### config.mk
export PLATFORM = sky130hd
export DESIGN_NAME = wdg_top
export DESIGN_NICKNAME = d
export VERILOG_FILES = /design/src/rtl/wdg_pkg.sv /design/src/rtl/wdg_tick_gen.sv /design/src/rtl/wdg_counter.sv /design/src/rtl/wdg_pulse.sv /design/src/rtl/wdg_regs.sv /design/src/rtl/wdg_top.sv
export SDC_FILE = /design/constraint.sdc
export NUM_CORES = 1
export LEC_CHECK = 0
export BUFFER_PORTS_ARGS = -buffer_cell sky130_fd_sc_hd__clkbuf_2
export CELL_PAD_IN_SITES_DETAIL_PLACEMENT = 1
export CELL_PAD_IN_SITES_GLOBAL_PLACEMENT = 2
export CORE_MARGIN = 4
export CORE_UTILIZATION = 34
export CTS_BUF_LIST = sky130_fd_sc_hd__clkbuf_4 sky130_fd_sc_hd__clkbuf_8 sky130_fd_sc_hd__clkbuf_16
export CTS_CLUSTER_DIAMETER = 200
export CTS_CLUSTER_SIZE = 28
export DETAILED_ROUTE_END_ITERATION = 6
export PLACE_DENSITY = 0.74
export SLEW_MARGIN = 20
export SYNTH_ARGS = -nofsm -noshare
export SYNTH_HDL_FRONTEND = slang
export SYNTH_HIERARCHICAL = 1
export SYNTH_SLANG_ARGS = --single-unit
### constraint.sdc
create_clock -name clk_i -period 3.3 [get_ports clk_i]
set_clock_uncertainty 0.2 [all_clocks]
set_input_delay 0.66 -clock clk_i [delete_from_list [all_inputs] [get_ports clk_i]]
set_output_delay 0.66 -clock clk_i [all_outputs]
set_load 0.1 [all_outputs]
### src/rtl/wdg_pkg.sv
package wdg_pkg;
  localparam int unsigned ADDR_W = 4;

  localparam logic [ADDR_W-1:0] OFF_CNT     = 4'd0;
  localparam logic [ADDR_W-1:0] OFF_RELOAD  = 4'd1;
  localparam logic [ADDR_W-1:0] OFF_KICK    = 4'd2;
  localparam logic [ADDR_W-1:0] OFF_CTRL    = 4'd3;
  localparam logic [ADDR_W-1:0] OFF_TMO     = 4'd4;
  localparam logic [ADDR_W-1:0] OFF_TMO_CLR = 4'd5;
  localparam logic [ADDR_W-1:0] OFF_WIDTH   = 4'd6;
  localparam logic [ADDR_W-1:0] OFF_MASK0   = 4'd7;

  localparam logic [31:0] KICK_KEY = 32'h0000_4755;

  typedef enum logic [1:0] {
    MODE_SOC  = 2'd0,
    MODE_FULL = 2'd1,
    MODE_CORE = 2'd2,
    MODE_RSVD = 2'd3
  } rst_mode_e;

  typedef struct packed {
    logic      alt_boot;
    rst_mode_e mode;
    logic      slow_tb;
    logic      rst_en;
    logic      en;
  } ctrl_t;
endpackage

### src/rtl/wdg_tick_gen.sv
module wdg_tick_gen #(
  parameter int unsigned TICK_DIV = 50
) (
  input  logic clk_i,
  input  logic rst_ni,
  input  logic slow_i,
  output logic tick_o
);
  logic pre_tick;

  generate
    if (TICK_DIV <= 1) begin : g_nodiv
      assign pre_tick = 1'b1;
    end else begin : g_div
      localparam int unsigned DW = $clog2(TICK_DIV);
      localparam logic [DW-1:0] LAST = DW'(TICK_DIV - 1);
      logic [DW-1:0] div_q;

      always_ff @(posedge clk_i or negedge rst_ni) begin
        if (!rst_ni)            div_q <= '0;
        else if (div_q == LAST) div_q <= '0;
        else                    div_q <= div_q + 1'b1;
      end

      assign pre_tick = (div_q == LAST);
    end
  endgenerate

  assign tick_o = slow_i ? pre_tick : 1'b1;
endmodule

### src/rtl/wdg_counter.sv
module wdg_counter #(
  parameter int unsigned CNT_W = 32
) (
  input  logic             clk_i,
  input  logic             rst_ni,
  input  logic             en_i,
  input  logic             tick_i,
  input  logic             load_i,
  input  logic [CNT_W-1:0] reload_i,
  output logic [CNT_W-1:0] cnt_o,
  output logic             expire_o
);
  logic [CNT_W-1:0] cnt_q;
  logic             last;

  assign last     = (cnt_q <= CNT_W'(1));
  assign expire_o = en_i & tick_i & ~load_i & last;
  assign cnt_o    = cnt_q;

  always_ff @(posedge clk_i or negedge rst_ni) begin
    if (!rst_ni)              cnt_q <= '0;
    else if (load_i)          cnt_q <= reload_i;
    else if (en_i && tick_i)  cnt_q <= last ? '0 : cnt_q - 1'b1;
  end


  a_r5_hold_when_stopped: assert property (@(posedge clk_i) disable iff (!rst_ni)
    (!en_i && !load_i) |=> $stable(cnt_q));

  a_r5_never_counts_up: assert property (@(posedge clk_i) disable iff (!rst_ni)
    !load_i |=> (cnt_q <= $past(cnt_q)));
endmodule

### src/rtl/wdg_pulse.sv
module wdg_pulse #(
  parameter int unsigned WIDTH_W = 16,
  parameter int unsigned MASK_W  = 64
) (
  input  logic               clk_i,
  input  logic               rst_ni,
  input  logic               tick_i,
  input  logic               expire_i,
  input  logic               rst_en_i,
  input  logic [WIDTH_W-1:0] width_i,
  input  logic [1:0]         mode_i,
  input  logic [MASK_W-1:0]  mask_i,
  output logic               rst_o,
  output logic [1:0]         mode_o,
  output logic [MASK_W-1:0]  mask_o
);
  logic               fire;
  logic               active_q;
  logic [WIDTH_W-1:0] left_q;
  logic [1:0]         mode_q;
  logic [MASK_W-1:0]  mask_q;

  assign fire = expire_i & rst_en_i;

  always_ff @(posedge clk_i or negedge rst_ni) begin
    if (!rst_ni) begin
      active_q <= 1'b0;
      left_q   <= '0;
      mode_q   <= '0;
      mask_q   <= '0;
    end else if (fire) begin
      active_q <= 1'b1;
      left_q   <= (width_i == '0) ? WIDTH_W'(1) : width_i;
      mode_q   <= mode_i;
      mask_q   <= mask_i;
    end else if (active_q && tick_i) begin
      if (left_q == WIDTH_W'(1)) active_q <= 1'b0;
      else                       left_q   <= left_q - 1'b1;
    end
  end

  assign rst_o  = active_q;
  assign mode_o = active_q ? mode_q : 2'b00;
  assign mask_o = active_q ? mask_q : '0;


  a_r9_rise_needs_fire: assert property (@(posedge clk_i) disable iff (!rst_ni)
    $rose(rst_o) |-> $past(expire_i && rst_en_i));

  a_r9_hold_between_ticks: assert property (@(posedge clk_i) disable iff (!rst_ni)
    (rst_o && !tick_i && !fire) |=> rst_o);
endmodule

### src/rtl/wdg_regs.sv
module wdg_regs
  import wdg_pkg::*;
#(
  parameter int unsigned CNT_W     = 32,
  parameter int unsigned WIDTH_W   = 16,
  parameter int unsigned WIDTH_RST = 255,
  parameter int unsigned MASK_W    = 64
) (
  input  logic               clk_i,
  input  logic               rst_ni,
  input  logic               sel_i,
  input  logic               we_i,
  input  logic [ADDR_W-1:0]  addr_i,
  input  logic [31:0]        wdata_i,
  output logic [31:0]        rdata_o,
  input  logic [CNT_W-1:0]   cnt_i,
  input  logic               expire_i,
  output logic               kick_o,
  output logic [CNT_W-1:0]   reload_o,
  output logic               en_o,
  output logic               rst_en_o,
  output logic               slow_o,
  output logic [1:0]         mode_o,
  output logic [WIDTH_W-1:0] width_o,
  output logic [MASK_W-1:0]  mask_o
);
  localparam int unsigned MASK_WORDS = MASK_W / 32;

  logic               wr;
  ctrl_t              ctrl_q;
  logic               tmo_q;
  logic [CNT_W-1:0]   reload_q;
  logic [WIDTH_W-1:0] width_q;
  logic [MASK_WORDS-1:0] mask_hit;

  assign wr = sel_i & we_i;

  generate
    for (genvar i = 0; i < MASK_WORDS; i++) begin : g_mask
      logic [31:0] word_q;
      assign mask_hit[i] = (addr_i == OFF_MASK0 + ADDR_W'(i));
      always_ff @(posedge clk_i or negedge rst_ni) begin
        if (!rst_ni)               word_q <= '0;
        else if (wr && mask_hit[i]) word_q <= wdata_i;
      end
      assign mask_o[i*32 +: 32] = word_q;
    end
  endgenerate

  always_ff @(posedge clk_i or negedge rst_ni) begin
    if (!rst_ni) begin
      ctrl_q <= '0;
    end else begin
      if (wr && addr_i == OFF_CTRL) begin
        ctrl_q.en       <= wdata_i[0];
        ctrl_q.rst_en   <= wdata_i[1];
        ctrl_q.slow_tb  <= wdata_i[4];
        ctrl_q.mode     <= rst_mode_e'(wdata_i[6:5]);
        ctrl_q.alt_boot <= wdata_i[7];
      end
      // hardware stop wins over a same-cycle bus write
      if (expire_i && ctrl_q.rst_en) ctrl_q.en <= 1'b0;
    end
  end

  always_ff @(posedge clk_i or negedge rst_ni) begin
    if (!rst_ni)                              tmo_q <= 1'b0;
    else if (expire_i)                        tmo_q <= 1'b1;
    else if (wr && addr_i == OFF_TMO_CLR)     tmo_q <= 1'b0;
  end

  always_ff @(posedge clk_i or negedge rst_ni) begin
    if (!rst_ni) begin
      reload_q <= '0;
      width_q  <= WIDTH_W'(WIDTH_RST);
    end else if (wr) begin
      if (addr_i == OFF_RELOAD) reload_q <= wdata_i[CNT_W-1:0];
      if (addr_i == OFF_WIDTH)  width_q  <= wdata_i[WIDTH_W-1:0];
    end
  end

  assign kick_o   = wr && (addr_i == OFF_KICK) && (wdata_i == KICK_KEY);
  assign reload_o = reload_q;
  assign en_o     = ctrl_q.en;
  assign rst_en_o = ctrl_q.rst_en;
  assign slow_o   = ctrl_q.slow_tb;
  assign mode_o   = ctrl_q.mode;
  assign width_o  = width_q;

  always_comb begin
    rdata_o = '0;
    case (addr_i)
      OFF_CNT:    rdata_o = 32'(cnt_i);
      OFF_RELOAD: rdata_o = 32'(reload_q);
      OFF_CTRL:   rdata_o = {24'd0, ctrl_q.alt_boot, ctrl_q.mode, ctrl_q.slow_tb,
                             2'b00, ctrl_q.rst_en, ctrl_q.en};
      OFF_TMO:    rdata_o = {31'd0, tmo_q};
      OFF_WIDTH:  rdata_o = 32'(width_q);
      default:    rdata_o = '0;
    endcase
    for (int i = 0; i < MASK_WORDS; i++) begin
      if (mask_hit[i]) rdata_o = mask_o[i*32 +: 32];
    end
  end


  a_r7_flag_on_expiry: assert property (@(posedge clk_i) disable iff (!rst_ni)
    expire_i |=> tmo_q);

  a_r11_hw_disable: assert property (@(posedge clk_i) disable iff (!rst_ni)
    (expire_i && ctrl_q.rst_en) |=> !ctrl_q.en);
endmodule

### src/rtl/wdg_top.sv
module wdg_top
  import wdg_pkg::*;
#(
  parameter int unsigned TICK_DIV  = 50,
  parameter int unsigned CNT_W     = 32,
  parameter int unsigned WIDTH_W   = 16,
  parameter int unsigned WIDTH_RST = 255,
  parameter int unsigned MASK_W    = 64
) (
  input  logic              clk_i,
  input  logic              rst_ni,
  input  logic              bus_sel_i,
  input  logic              bus_we_i,
  input  logic [3:0]        bus_addr_i,
  input  logic [31:0]       bus_wdata_i,
  output logic [31:0]       bus_rdata_o,
  output logic              wdt_rst_o,
  output logic [1:0]        wdt_rst_mode_o,
  output logic [63:0]       wdt_rst_mask_o
);
  logic               tick, kick, expire;
  logic               en, rst_en, slow;
  logic [1:0]         mode;
  logic [CNT_W-1:0]   cnt, reload;
  logic [WIDTH_W-1:0] width;
  logic [MASK_W-1:0]  mask, mask_out;

  wdg_tick_gen #(.TICK_DIV(TICK_DIV)) u_tick (
    .clk_i(clk_i), .rst_ni(rst_ni), .slow_i(slow), .tick_o(tick)
  );

  wdg_regs #(
    .CNT_W(CNT_W), .WIDTH_W(WIDTH_W), .WIDTH_RST(WIDTH_RST), .MASK_W(MASK_W)
  ) u_regs (
    .clk_i(clk_i), .rst_ni(rst_ni),
    .sel_i(bus_sel_i), .we_i(bus_we_i), .addr_i(bus_addr_i),
    .wdata_i(bus_wdata_i), .rdata_o(bus_rdata_o),
    .cnt_i(cnt), .expire_i(expire), .kick_o(kick), .reload_o(reload),
    .en_o(en), .rst_en_o(rst_en), .slow_o(slow), .mode_o(mode),
    .width_o(width), .mask_o(mask)
  );

  wdg_counter #(.CNT_W(CNT_W)) u_cnt (
    .clk_i(clk_i), .rst_ni(rst_ni), .en_i(en), .tick_i(tick),
    .load_i(kick), .reload_i(reload), .cnt_o(cnt), .expire_o(expire)
  );

  wdg_pulse #(.WIDTH_W(WIDTH_W), .MASK_W(MASK_W)) u_pulse (
    .clk_i(clk_i), .rst_ni(rst_ni), .tick_i(tick), .expire_i(expire),
    .rst_en_i(rst_en), .width_i(width), .mode_i(mode), .mask_i(mask),
    .rst_o(wdt_rst_o), .mode_o(wdt_rst_mode_o), .mask_o(mask_out)
  );

  assign wdt_rst_mask_o = 64'(mask_out);


  a_r12_no_pulse_without_rst_en: assert property (@(posedge clk_i) disable iff (!rst_ni)
    $rose(wdt_rst_o) |-> $past(rst_en));
endmodule

== Word-level counts from Yosys, hierarchy flattened ==
Cells that the tools add are included.

* ROM bits: 0
* Output and inout bits: 99
* Memories: 0
* Register bits: 240
* Input port bits: 40
* Word-level logic and storage cells: 79
* RAM bits: 0
* Latch bits: 0

* $mul: 0
* Equal/unequal tests: 12
* Add/subtract/negate cells: 3
* Reduce and logical (&&, ||, !) cells: 20
* Muxes and demuxes: 21
* Bitwise gates (word level): 6
* Shifts and indexed selects: 0
* Order comparisons: 1
* Div/mod/pow operators: 0

{| class="wikitable"
|+ Operators by type and width
! kind !! number
|-
| $mux W32 || 5
|-
| $pmux W32 S5 || 1
|-
| $mux W16 || 4
|-
| $mux W64 || 1
|-
| $eq A32 B15 Y1 const B || 1
|-
| $le A32 B1 Y1 const B || 1
|-
| $sub A32 B1 Y32 const B || 1
|-
| $eq A16 B1 Y1 const B || 1
|-
| $eq A4 B3 Y1 const B || 4
|-
| $logic_not A16 Y1 || 1
|-
| $sub A16 B1 Y16 const B || 1
|-
| $reduce_bool A2 Y1 || 5
|-
| $logic_and A1 B1 Y1 || 9
|-
| $eq A4 B2 Y1 const B || 2
|-
| $mux W1 || 8
|-
| $reduce_and A2 Y1 || 4
|-
| $add A6 B1 Y6 const B || 1
|-
| $eq A6 B6 Y1 const B || 1
|-
| $mux W6 || 1
|-
| $and A1 B1 Y1 || 5
|-
| $eq A4 B1 Y1 const B || 1
|-
| $eq A4 B4 Y1 const B || 1
|-
| $logic_not A4 Y1 || 1
|-
| $mux W2 || 1
|-
| other kinds (2) || 2
|}

== Depth between registers and ports, before layout ==
Gate-level depths: netlist of run 1.

* Depth after elaboration: 9
* Mapped depth: 14
* Gate-level depth less buffers: 11

== By module ==
The synthesis of run 1 kept the hierarchy.

{| class="wikitable"
|+ Modules (own cells, without submodules)
! module !! times used !! sequential area each (um2) !! area each (um2) !! cells an instance
|-
| wdg_regs || 1 || 2,987.9 || 5,814.3 || 472
|-
| wdg_pulse || 1 || 2,077.0 || 4,047.6 || 487
|-
| wdg_counter || 1 || 800.8 || 2,119.5 || 252
|-
| wdg_tick_gen || 1 || 150.1 || 286.5 || 26
|}

== Worst setup path after synthesis of run 1 ==
No wires, ideal clock.

* Path kind: input -> output
* From: input bus_addr_i[3]
* To: output bus_rdata_o[10]
* Stages on the path: 5
* Required time: 2.440 ns
* Setup slack: -0.856 ns
* Buffers on the path: 2
* Arrival: 3.296 ns
* Cells stage by stage: buf_4 > nor4b_2 > clkbuf_1 > a22oi_1 > a31oi_1

* Longest elaborated chain between the ends: 4
* Elaborated cells on any way between the ends: 10
* Classes of those cells: eq/ne (6); mux (3); reduce/logical (1)

{| class="wikitable"
|+ Ends and longest elaborated chain
! element !! RTL line !! text
|-
| from (decl) || wdg_top.sv:14 || <nowiki>input logic [3:0] bus_addr_i,</nowiki>
|-
| $eq A4 B3 Y1 (tied with other cells) || wdg_regs.sv:92 || <nowiki>case (addr_i)</nowiki>
|-
| $pmux W32 S5 || wdg_regs.sv:92 ||
|-
| $mux W32 || wdg_regs.sv:102 || <nowiki>if (mask_hit[i]) rdata_o = mask_o[i*32 +: 32];</nowiki>
|-
| $mux W32 (*) || wdg_regs.sv:102 ||
|-
| to (decl) || wdg_top.sv:16 || <nowiki>output logic [31:0] bus_rdata_o,</nowiki>
|}

Every way passes the cells marked *; elsewhere a longest branch is shown, timed or not.

== Worst setup path after layout of run 1 ==
* From: input bus_addr_i[3]
* To: output bus_rdata_o[30]

Same word-level chain as after synthesis.

==> out/metrics.cfg, run 1 <==
[route]
met3_length_um = 2060
route.met2.wl_um = 18700
avgViaCountPerCell = 5.43
top_layer = met4
wl_per_cell_um = 22.8
drt_iter0_drc = 653
wl_met1_um = 21100
drt-total-wl_um = 42200
drtAntennaViolNets = 0
num_vias = 10050
dr.pass1.iters = 5
drc = 0

[worst_setup_path]
slowest_delay_ns = 0.70
path_max_fanout = 17
critPathRequiredTime_ns = 2.44
startpoint_type = input port
arrival_ns = 2.30
crit_type = input port to primary output
path_depth = 6
critPathTopFamily = simple AND/OR/NAND/NOR gates
critical_path_buf_inv_count = 3
crit_path_end_kind = primary output
slowest_stage = or4b_2
path_cells = clkbuf_2 -> or4b_2 -> buf_4 -> nor2_1 -> a31oi_4 -> buf_12
reg2regPathDepth = 10

[floorplanning]
initial_utilization_pct = 34.5
core_sq_um = 35600
die_h_um = 198
die_x_um = 198
die_area_sq_um = 39200
core.rowCount = 69
io_pins = 139

[clocking]
cts_buffer_depth = 3
clock_latency_ns = 0.49
post_cts_buffers = 0
tritoncts = built
cts_max_level = 1
cts.sinks = 240
clkTransAtPathRegs_ns = 0.11
cts_made_buffers = 12
cts_root_buf = clkbuf_16

[place]
place.gp.congestion = 0.851
dpl.hpwl_um = 31000
portBuffers = 138
placed_cells = 1832

[pwr]
ir_drop_v = 0.000301
powerDensity_nw_per_um2 = 476
p_leak_nw = 6.76
finalPower_w = 0.00722

[global_routing]
antenna_found_initial = 0
gr-total-overflow = 0
grt_pass1_wl_um = 65500
grt_pass1_vias = 10211
grt_max_degree = 86
grtUsageTotal_pct = 21.4

[synth]
post-synth-top-area-fraction_pct = 47.3
synth_xor_xnor_area_share_pct = 1.14
synthArstFlopShare_pct = 100
synthTopCellsByCount = nand2_1, dfrtp_1, mux2_2
synth-seq-cells = 240
synth_nets = 1283
yosysMostFrequentCell = nand2_1
yosysTopAreaCell = dfrtp_1
synth_compound_area_share_pct = 10.1
synth_top_flop_cell = dfrtp_1
synth_area_sq_um = 12300
ys_warn_count = 6
synth-adder-area-share_pct = 0.612
ys_seq_area_share_pct = 49.0
synth_edf_count = 0
ys_types = 79
yosys-top-cells-area = dfrtp_1, nand2_1, mux2_2, mux2_4, and2_1
avgSynthCellArea_sq_um = 9.92
synthMuxAreaShare_pct = 11.7
synth_top_family_by_area = simple AND/OR/NAND/NOR gates
yosys.area_share.simple_pct = 23.4
netlist_instances = 1237

[timing]
drv_slew = 0
max_slew_margin_pct = 45.3
finalSetupViolations = 0
tightest_slew_ns = 0.809
max_freq_ghz = 0.317
hold_slack_ns = 0.241
finalHoldViolCount = 0
rsz0062_at_grt = no
finalCritPeriodShare_pct = 95.6
period_needed_ns = 3.16

[final_layout]
area_delta_synth_final_pct = 23.7
drive_above_1_share_pct = 29.8
finalNetCount = 1432
stdcell_count = 1850
diodes = 0

[run]
maxCapViolCount = 0

[min_path]
hold_path_class = input port to flip-flop
whs_path_depth = 2

[status]
status = complete, no violations

## routing by layer
layer	global-route usage, %	vias up
li1	-	4644
met4	3.11	0
met5	0	-
met3	2.60	21
met2	31.8	210
met1	34.0	5175
## per-stage QoR
stage	instance area, sq um	util [%]	TNS (ns)	worst slack, ns
floorplan	12700	-	-1.96	-0.197
global placement	14800	41.6	-0.0852	-0.0639
detailed placement	14800	41.6	-0.0586	-0.0412
CTS	15200	42.6	0	0.150
global route	15200	42.7	0	0.0742
finish	15200	42.7	0	0.144
## final cells by class
| type | instances | area [sq um] |
|---|---|---|
| Fill cell | 3947 | 20400 |
| Multi-Input combinational cell | 899 | 6210 |
| Sequential cell | 240 | 6020 |
| Timing Repair Buffer | 219 | 1950 |
| Tap cell | 461 | 577 |
| Clock buffer | 16 | 348 |
| Inverter | 14 | 52.6 |
| Clock inverter | 1 | 16.3 |
## worst paths after layout
path	slack (ns)	from	to
min	0.24	bus_wdata_i[25]	u_regs/g_mask[1].word_q[25]
max in group asynchronous	1.48	rst_ni	u_regs/reload_o[18]
min in group asynchronous	0.53	rst_ni	u_pulse/mask_q[12]
max	0.14	bus_addr_i[3]	bus_rdata_o[30]
max reg2reg	0.26	u_tick/g_div.div_q[1]	u_pulse/left_q[13]
min reg2reg	0.28	u_pulse/mask_q[28]	u_pulse/mask_q[28]
## sequential cells by signal (all words and copies together), names as in the netlist
name	flops
u_regs/tmo_q	1
u_regs/en_o	1
u_regs/g_mask.word_q	64
u_pulse/mask_q	64
u_pulse/left_q	16
u_regs/reload_o	32
u_tick/g_div.div_q	6
u_pulse/mode_q	2
u_regs/slow_o	1
u_regs/rst_en_o	1
u_regs/mode_o	2
u_cnt/cnt_o	32
u_pulse/rst_o	1
u_regs/ctrl_q	1
u_regs/width_o	16
## cells by family (layout without fill, tap and decap cells)
logic type               Yosys count  after routing
flip-flops                       240            240
multiplexers                     117            117
AND/OR/NAND/NOR                  565            565
buffers and inverters             98            250
AO/OA/AOI/OAI                    195            195
XOR/XNOR                          16             16
adder cells (fa/ha/maj)            6              6
## where the power goes
part | total [W] | switching (W) | internal, W
sequential | 0.00386 | 0.000528 | 0.00333
combinational | 0.00159 | 0.000877 | 0.000712
clock | 0.00177 | 0.00101 | 0.000762
## worst register-to-register path, stage by stage (launching register included)
cell       delay [ns]
dfrtp_1          0.42
inv_1            0.06
ha_1             0.13
nor2b_1          0.16
and4b_1          0.24
nand2b_1         0.28
buf_4            0.20
nand4bb_2        0.13
or3_1            0.49
or4_1            0.51
a31oi_1          0.16
## timing repair
action                                  in CTS  in global routing
hold buffers                                 0                  1
gates resized for setup                      1                  2
endpoints found under the hold margin        0                  2
pin swaps                                    0                  0
endpoints found under the setup margin       1                 53
gates cloned                                 0                  0
## cell usage in the layout, fill, tap and decap left out, types with 9 or more instances in the layout
| cell type | instances |
|---|---|
| nor4_1 | 19 |
| clkbuf_2 | 105 |
| a31oi_4 | 22 |
| a31oi_2 | 10 |
| xnor2_1 | 10 |
| clkbuf_16 | 13 |
| a21oi_1 | 27 |
| or3_1 | 9 |
| nand2_1 | 262 |
| dfrtp_1 | 231 |
| inv_1 | 14 |
| and2_1 | 67 |
| nand4_1 | 10 |
| and3b_1 | 10 |
| mux2_2 | 84 |
| mux2_4 | 30 |
| buf_12 | 45 |
| a31oi_1 | 12 |
| nor3_1 | 20 |
| a22oi_1 | 27 |
| nand3_1 | 12 |
| buf_4 | 67 |
| nand2b_1 | 11 |
| o21ai_0 | 48 |
| nor2_1 | 66 |
Power figures use the tool's default switching activity.
==> inputs of run 2 (changes only) <==
--- a/config.mk
+++ b/config.mk
@@ -5,7 +5,7 @@
 export SDC_FILE = /design/constraint.sdc
 export NUM_CORES = 1
 export LEC_CHECK = 0
-export BUFFER_PORTS_ARGS = -buffer_cell sky130_fd_sc_hd__clkbuf_2
+export BUFFER_PORTS_ARGS = -buffer_cell sky130_fd_sc_hd__buf_2
 export CELL_PAD_IN_SITES_DETAIL_PLACEMENT = 1
 export CELL_PAD_IN_SITES_GLOBAL_PLACEMENT = 2
 export CORE_MARGIN = 4
==> out/metrics.cfg, run 2 (synthesis gave the netlist of run 1 again) <==
[pwr]
p_seq_share_pct = 51.4
swShare_pct = 33.0
netSwitchingPower_w = 0.00242
p_leak_nw = 6.93
p_comb_share_pct = 23.8
ir_drop_v = 0.000306
p_int_w = 0.00491
clkPwrFrac_pct = 24.8
powerDensity_nw_per_um2 = 477

[clocking]
clock_latency_ns = 0.49
cts_max_level = 1
cts.sinks = 240
cts_buffer_depth = 3
cts_root_buf = clkbuf_16
post_cts_buffers = 0
cts_made_buffers = 12
tritoncts = built
clkTransAtPathRegs_ns = 0.12

[timing]
drv_slew = 0
tightest_slew_ns = 0.787
finalSetupViolations = 0
rsz0062_at_grt = no
finalCritPeriodShare_pct = 98.6
setup_ws_ns = 0.0457
period_needed_ns = 3.25
finalHoldViolCount = 0
max_slew_margin_pct = 47.5
tns_ns = 0
max_freq_ghz = 0.307

[final_layout]
area_delta_synth_final_pct = 25.3
reg_top3 = u_pulse/mask_q (64), u_regs/g_mask.word_q (64)
layout_common_cells = nand2_1, dfrtp_1, buf_2
mostFrequentLayoutCell = nand2_1
drive_above_1_share_pct = 30.6
nFillCells = 3972
finalNetCount = 1448

[worst_setup_path]
r2r_setup_slack_ns = 0.24
path_max_fanout = 25
crit_path_end_kind = primary output
critPathRequiredTime_ns = 2.44
reg2reg_to = u_pulse/left_q[13]
startpoint_type = input port
crit_end = bus_rdata_o[6]
reg2regPathDepth = 10
arrival_ns = 2.39
crit_type = input port to primary output
r2r-start = u_tick/g_div.div_q[1]
cp-startpoint = bus_addr_i[1]

[status]
status = complete, no violations

[floorplanning]
die_x_um = 198
initial_utilization_pct = 34.5
die_area_sq_um = 39200
io_pins = 139
die_h_um = 198
core_sq_um = 35600
core.rowCount = 69

[run]
maxCapViolCount = 0

[global_routing]
grt_pass1_wl_um = 65700
grt_pass1_vias = 10434
grtUsageTotal_pct = 21.4
grt_max_degree = 74
gr-total-overflow = 0
antenna_found_initial = 1

[route]
drt-total-wl_um = 42800
drt_iter0_drc = 658
wl_per_cell_um = 22.9
avgViaCountPerCell = 5.38
dr.pass1.iters = 5
drc = 0
num_vias = 10063
drtAntennaViolNets = 0

[place]
dpl.hpwl_um = 31500
place.gp.congestion = 0.852
portBuffers = 138
place_ws_ns = -0.104

[min_path]
hold_path_class = input port to flip-flop

-- run 2: changes by cell type in the layout (fill, tap and decap cells not counted), moves of 3 or more --
cell,change
buf_2,+105
clkbuf_2,-105
buf_4,+12
buf_12,+4
clkbuf_4,+3
-- run 2: metrics by stage --
| step | instances | utilization [%] | area [sq um] | hold WS (ns) | total power (W) |
|---|---|---|---|---|---|
| after floorplan | 1237 | - | 12700 | 0.164 | 0.00468 |
| after global placement | 1848 | 42.0 | 15000 | 0.250 | 0.00552 |
| after detailed placement | 1848 | 42.0 | 15000 | 0.257 | 0.00556 |
| after CTS | 1869 | 43.2 | 15400 | 0.244 | 0.00739 |
| after global routing | 1870 | 43.2 | 15400 | 0.248 | 0.00766 |
| final | 1870 | 43.2 | 15400 | 0.255 | 0.00734 |
-- run 2: final cells by class --
class	count	area, sq um	area share [%]
multi-input combinational	899	6210	40.4
sequential	240	6020	39.2
clock inverter	1	16.3	0.106
timing repair buffer	235	2120	13.8
clock buffer	19	370	2.41
antenna	1	2.50	0.0163
tap	461	577	3.75
inverter	14	52.6	0.342
-- run 2: repair_timing --
item,in CTS,in global routing
hold buffers,1,0
endpoints found under the hold margin,67,0
setup endpoints to repair,46,18
gates resized for setup,1,1
-- run 2: worst min path at each step --
stage               slack (ns)  cells after the start          startpoint                          end
floorplan                 0.16                      0              rst_ni               u_cnt/cnt_o[0]
global placement          0.25                      2  u_pulse/mask_q[19]           u_pulse/mask_q[19]
detailed placement        0.26                      2   u_pulse/mode_q[1]            u_pulse/mode_q[1]
CTS                       0.24                      2     bus_wdata_i[17]  u_regs/g_mask[1].word_q[17]
global route              0.25                      2     bus_wdata_i[17]  u_regs/g_mask[1].word_q[17]
finish                    0.26                      2     bus_wdata_i[20]  u_regs/g_mask[1].word_q[20]
-- run 2: power groups by stage --
stage / combinational, W / clock [W] / sequential [W]
6_report: 0.00175 / 0.00182 / 0.00377
5_1_grt: 0.00188 / 0.00197 / 0.00382
4_1_cts: 0.00176 / 0.00188 / 0.00376
3_5_place_dp: 0.00175 / 0 / 0.00382
3_3_place_gp: 0.00172 / 0 / 0.00381
2_1_floorplan: 0.00103 / 0 / 0.00366
-- run 2: worst max-delay path, stage by stage --
cell and delay, ns:
buf_2 0.14, or4b_2 0.82, buf_12 0.24, nor2_1 0.25
a31oi_4 0.07, buf_12 0.19
-- run 2: routing by layer --
layer | wire length [um] | GRT usage (%)
met5 | 0 | 0
met4 | 403 | 2.75
met3 | 1370 | 1.67
met2 | 19600 | 33.3
met1 | 21400 | 33.7
